### src/rtl/exio_pkg.sv
package exio_pkg;
    localparam int ADDR_W    = 16;
    localparam int DATA_W    = 8;
    localparam int SLOT_BITS = 3;
    localparam int NUM_SLOTS = 1 << SLOT_BITS;
    localparam int REG_BITS  = 2;
    localparam logic [7:0] IO_PAGE = 8'hFF;
    localparam int SW_SLOT   = 1;

    typedef logic [SLOT_BITS-1:0] slot_idx_t;

    typedef struct packed {
        logic                hit;
        slot_idx_t           slot;
        logic [REG_BITS-1:0] reg_sel;
    } decode_t;

    function automatic logic in_window(input logic [ADDR_W-1:0] a);
        return (a[15:8] == IO_PAGE) && (a[7:6] == 2'b00) && a[4];
    endfunction

    function automatic slot_idx_t slot_of(input logic [ADDR_W-1:0] a);
        return {a[5], a[3], a[2]};
    endfunction
endpackage

### src/rtl/exio_window_match.sv
module exio_window_match
    import exio_pkg::*;
(
    input  logic [ADDR_W-1:0] addr,
    output decode_t           dec
);
    always_comb begin
        dec.hit     = in_window(addr);
        dec.slot    = slot_of(addr);
        dec.reg_sel = addr[REG_BITS-1:0];
    end
endmodule

### src/rtl/exio_slot_select.sv
module exio_slot_select
    import exio_pkg::*;
(
    input  logic                 hit,
    input  logic                 e_clk,
    input  slot_idx_t            slot,
    output logic [NUM_SLOTS-1:0] sel_n
);
    logic qualified;
    assign qualified = hit & e_clk;

    for (genvar i = 0; i < NUM_SLOTS; i++) begin : g_sel
        assign sel_n[i] = ~(qualified && (slot == slot_idx_t'(i)));
    end
endmodule

### src/rtl/exio_bus_ctl.sv
module exio_bus_ctl (
    input  logic hit,
    input  logic e_clk,
    input  logic rw,
    output logic host_ovr_n,
    output logic buf_to_cpu,
    output logic buf_en_n
);
    assign host_ovr_n = ~hit;
    assign buf_to_cpu = rw;
    assign buf_en_n   = ~(hit & e_clk);
endmodule

### src/rtl/exio_switch_port.sv
module exio_switch_port
    import exio_pkg::*;
(
    input  logic              cs_n,
    input  logic              rw,
    input  logic [DATA_W-1:0] sw_in,
    output logic              drive,
    output logic [DATA_W-1:0] data
);
    always_comb begin
        drive = ~cs_n & rw;
        data  = drive ? sw_in : '0;
    end
endmodule

### src/rtl/exio_decoder.sv
module exio_decoder
    import exio_pkg::*;
(
    input  logic                  clk,
    input  logic                  rst,
    input  logic [ADDR_W-1:0]     addr,
    input  logic                  rw,
    input  logic                  e_clk,
    input  logic [DATA_W-1:0]     sw_in,
    output logic [NUM_SLOTS-1:0]  sel_n,
    output logic [REG_BITS-1:0]   reg_sel,
    output logic                  host_ovr_n,
    output logic                  buf_to_cpu,
    output logic                  buf_en_n,
    output logic                  sw_drive,
    output logic [DATA_W-1:0]     sw_data,
    output logic [SLOT_BITS-1:0]  slot_q,
    output logic                  slot_vld
);
    decode_t dec;

    exio_window_match u_match (.addr(addr), .dec(dec));

    exio_slot_select u_sel (
        .hit(dec.hit), .e_clk(e_clk), .slot(dec.slot), .sel_n(sel_n)
    );

    exio_bus_ctl u_bus (
        .hit(dec.hit), .e_clk(e_clk), .rw(rw),
        .host_ovr_n(host_ovr_n), .buf_to_cpu(buf_to_cpu), .buf_en_n(buf_en_n)
    );

    exio_switch_port u_sw (
        .cs_n(sel_n[SW_SLOT]), .rw(rw), .sw_in(sw_in),
        .drive(sw_drive), .data(sw_data)
    );

    assign reg_sel = dec.reg_sel;

    always_ff @(posedge clk) begin
        if (rst) begin
            slot_q   <= '0;
            slot_vld <= 1'b0;
        end else begin
            slot_q   <= dec.slot;
            slot_vld <= dec.hit;
        end
    end

    // selects idle while E is low
    a_r4_no_sel_e_low: assert property (@(posedge clk) disable iff (rst)
        !e_clk |-> (sel_n == {NUM_SLOTS{1'b1}}));

    // never more than one select
    a_r2_one_select: assert property (@(posedge clk) disable iff (rst)
        $countones(~sel_n) <= 1);

    // with R5: buffer enabled only under host override
    a_r7_en_under_ovr: assert property (@(posedge clk) disable iff (rst)
        !buf_en_n |-> !host_ovr_n);

    // any active select implies override
    a_r10_sel_needs_ovr: assert property (@(posedge clk) disable iff (rst)
        (sel_n != {NUM_SLOTS{1'b1}}) |-> (!host_ovr_n && !buf_en_n));

    // switch drives only on a read of its own slot
    a_r8_sw_read_only: assert property (@(posedge clk) disable iff (rst)
        sw_drive |-> (rw && !sel_n[SW_SLOT]));

    // registered flag tracks previous override
    a_r11_vld_tracks: assert property (@(posedge clk) disable iff (rst)
        !$past(rst) |-> (slot_vld == $past(!host_ovr_n)));
endmodule

### config.mk
export PLATFORM = sky130hd
export DESIGN_NAME = exio_decoder
export DESIGN_NICKNAME = d
export VERILOG_FILES = /design/src/rtl/exio_pkg.sv /design/src/rtl/exio_window_match.sv /design/src/rtl/exio_slot_select.sv /design/src/rtl/exio_bus_ctl.sv /design/src/rtl/exio_switch_port.sv /design/src/rtl/exio_decoder.sv
export SDC_FILE = /design/constraint.sdc
export NUM_CORES = 1
export LEC_CHECK = 0
export BUFFER_PORTS_ARGS = -buffer_cell sky130_fd_sc_hd__buf_2
export CORE_MARGIN = 2
export CORE_UTILIZATION = 27
export CTS_CLUSTER_DIAMETER = 120
export DETAILED_ROUTE_END_ITERATION = 8
export HOLD_SLACK_MARGIN = 0.15
export PLACE_DENSITY = 0.76
export SLEW_MARGIN = 20
export SYNTH_ARGS = -nofsm -noshare
export SYNTH_HDL_FRONTEND = slang
export SYNTH_SLANG_ARGS = --single-unit
### constraint.sdc
create_clock -name clk -period 2.45 [get_ports clk]
set_clock_uncertainty 0.2 [all_clocks]
set_input_delay 0.735 -clock clk [delete_from_list [all_inputs] [get_ports clk]]
set_output_delay 0.735 -clock clk [all_outputs]
set_load 0.01 [all_outputs]
==> flow_summary_export.csv <==
group,metric,value,unit
logic_synthesis,syn_inst,43,
sta,finalCritPeriodShare,112,%
run,maxCapViolCount,0,
logic_synthesis,synth_seq_cells,4,
place,dpl_cell_area,666,um2
clock_network,clkSlewWorstSetupHoldPaths,0.04,ns
clock_network,h-tree-depth,1,
place,dp_hpwl,1010,um
global_route,grt_max_degree,7,
place,gp_congestion,0.706,
logic_synthesis,avgSynthCellArea,8.21,um2
clock_network,clock_path_buffers,2,
logic_synthesis,synth_cell_types,16,
place,place_inst,111,
sta,period_needed,2.74,ns
setup_path,critPathLaunchType,"input port",
finish,layout_commonest_cell,"buf_2",
setup_path,cp_common_cell,"buf_6",
finish,area_growth,162,%
floorplanning,chipHeight,40.2,um
setup_path,worst-setup-path-type,"in -> out",
clock_network,cts_sinks,4,
global_route,grt_pass1_vias,456,
setup_path,worstPathRequired,1.51,ns
route,drc,0,
logic_synthesis,yosys.area_share.simple,68.8,%
finish,diodes,0,
global_route,grt_pass1_wl,1880,um
power,irDropWorstVdd,0.0749,mV
setup_path,arrival,1.81,ns
min_path,hold_path_class,"in -> reg",
floorplanning,die_w,40.2,um
place,numPortBuffers,49,
finish,final_cells,117,
clock_network,cts_buffers,3,
setup_path,worst_setup_path_end_kind,"output port",
floorplanning,rows,13,
sta,slew_headroom,83.1,%
global_route,antenna_found_initial,0,
sta,maxSlewViolCount,0,
finish,drive_gt1_share,81.4,%
floorplanning,ios,54,
logic_synthesis,synth_top_family_by_area,"simple AND/OR/NAND/NOR gates",
setup_path,max_stage_delay,0.33,ns
clock_network,cts_tree,"built",
power,cellPowerDensity,237,nW/um2
route,finalWirelength,1590,um
logic_synthesis,synth-compound-area-share,0,%
setup_path,crit_chain,"buf_6 -> nand4bb_4 -> nor4_4 -> buf_4 -> and2_4 -> buf_6",
run_status,violations,"negative setup slack",
route,drt_iter0_markers,11,
global_route,overflow,0,
route,antenna_left,0,
setup_path,cp_num_buf_inv,3,
route,drt-wirelength-per-cell,13.6,um
route,num_vias,541,
global_route,grt_usage,17.4,%
finish,final_cell_mix,"28 x buf_2, 23 x buf_6, 9 x buf_4",
setup_path,crit_slowest_cell,"nor4_4",
logic_synthesis,seq_area_frac_synth,22.7,%
finish,fin_nets,132,
route,vias_per_cell,4.62,
setup_path,crit_family,"simple AND/OR/NAND/NOR gates",
sta,rsz0062_at_grt,"true",
logic_synthesis,synth.net_count,71,
setup_path,crit_fanout,5,
logic_synthesis,netlist_area,353,um2
sta,max_freq,364,MHz
power,leakage,0.446,nW
sta,hold_viol,0,
logic_synthesis,synth_warnings,0,
logic_synthesis,synth_xor_area_share,0,%
floorplanning,start_util,28.2,%
logic_synthesis,synthMuxAreaShare,0,%
floorplanning,core_area,1250,um2
logic_synthesis,synth_fa_ha_area_share,0,%
sta,setup_ws,-0.294,ns
route,firstDrtPassIters,4,
floorplanning,dieArea,1610,um2
sta,worst_pin_slew,0.252,ns
sta,setup_viol,19,
finish,stdcell_area,923,um2
clock_network,root_buffer,"clkbuf_4",
run_status,status,"finished with violations",
==> report_power, final <==
| part | total, mW | leakage, nW | internal [mW] | switching (mW) |
|---|---|---|---|---|
| Sequential | 0.0687 | 0.0331 | 0.0681 | 0.000576 |
| Combinational | 0.0650 | 0.399 | 0.0398 | 0.0252 |
| Clock | 0.0848 | 0.0138 | 0.0550 | 0.0298 |
==> what timing repair did <==
item / 4_1_cts / 5_1_grt
setup buffers: 2 / 0
endpoints found under the hold margin: 0 / 0
gates resized for setup: 21 / 21
endpoints found under the setup margin: 19 / 19
hold buffers: 0 / 0
gates cloned: 1 / 0
pin swaps: 17 / 8
==> cell usage after synthesis (all sizes together) <==
library cell / n / area share [%]
dfxtp: 4 / 23
nor3b: 2 / 4.3
nand4bb: 2 / 11
nor2: 2 / 2.1
and4bb: 1 / 3.5
nor2b: 3 / 5.3
buf: 4 / 8.5
nand2: 5 / 5.3
nand3: 5 / 7.1
nor3: 2 / 2.8
and3: 1 / 1.8
nand4: 2 / 3.5
nor4: 1 / 6.0
or3: 1 / 1.8
and2: 8 / 14
==> kinds of logic (layout without fill, tap and decap cells) <==
family / after synthesis / after routing
simple gates: 35 / 35
flops: 4 / 4
buf+inv: 4 / 63
==> per-stage QoR <==
step	utilization (%)	setup WS, ns	total power [mW]	TNS, ns	hold WS [ns]
6_report	73.7	-0.294	0.218	-3.76	0.498
5_1_grt	73.7	-0.341	0.229	-4.57	0.510
4_1_cts	65.6	-0.265	0.214	-3.38	0.496
3_5_place_dp	53.1	-0.312	0.118	-3.86	0.747
3_3_place_gp	53.1	-0.303	0.116	-3.65	0.744
2_1_floorplan	-	-0.113	0.0870	-0.900	0.607
==> worst paths after layout <==
path / start / to / slack [ns] / cells after the start
worst min-delay path: rst / slot_q[1] / 0.50 / 2
worst max-delay path: addr[3] / sw_data[6] / -0.29 / 6
==> metal layers <==
layer | global-route usage, % | share of wire [%]
met3 | 0 | 4.3
met4 | 7.76 | 1.1
met5 | 0 | 0
met1 | 19.3 | 37
met2 | 33.9 | 58
==> cell type report <==
type	count	area, um2
fillers	89	329
flip-flops and latches	4	80.1
well taps	15	18.8
clock buffers	3	22.5
multi-input cells	35	335
repair buffers	60	467
==> sequential cells by signal, indices dropped and copies added, names as in the netlist <==
name / flops
slot_q: 3
slot_vld: 1
(Power assumes the default switching activity.)
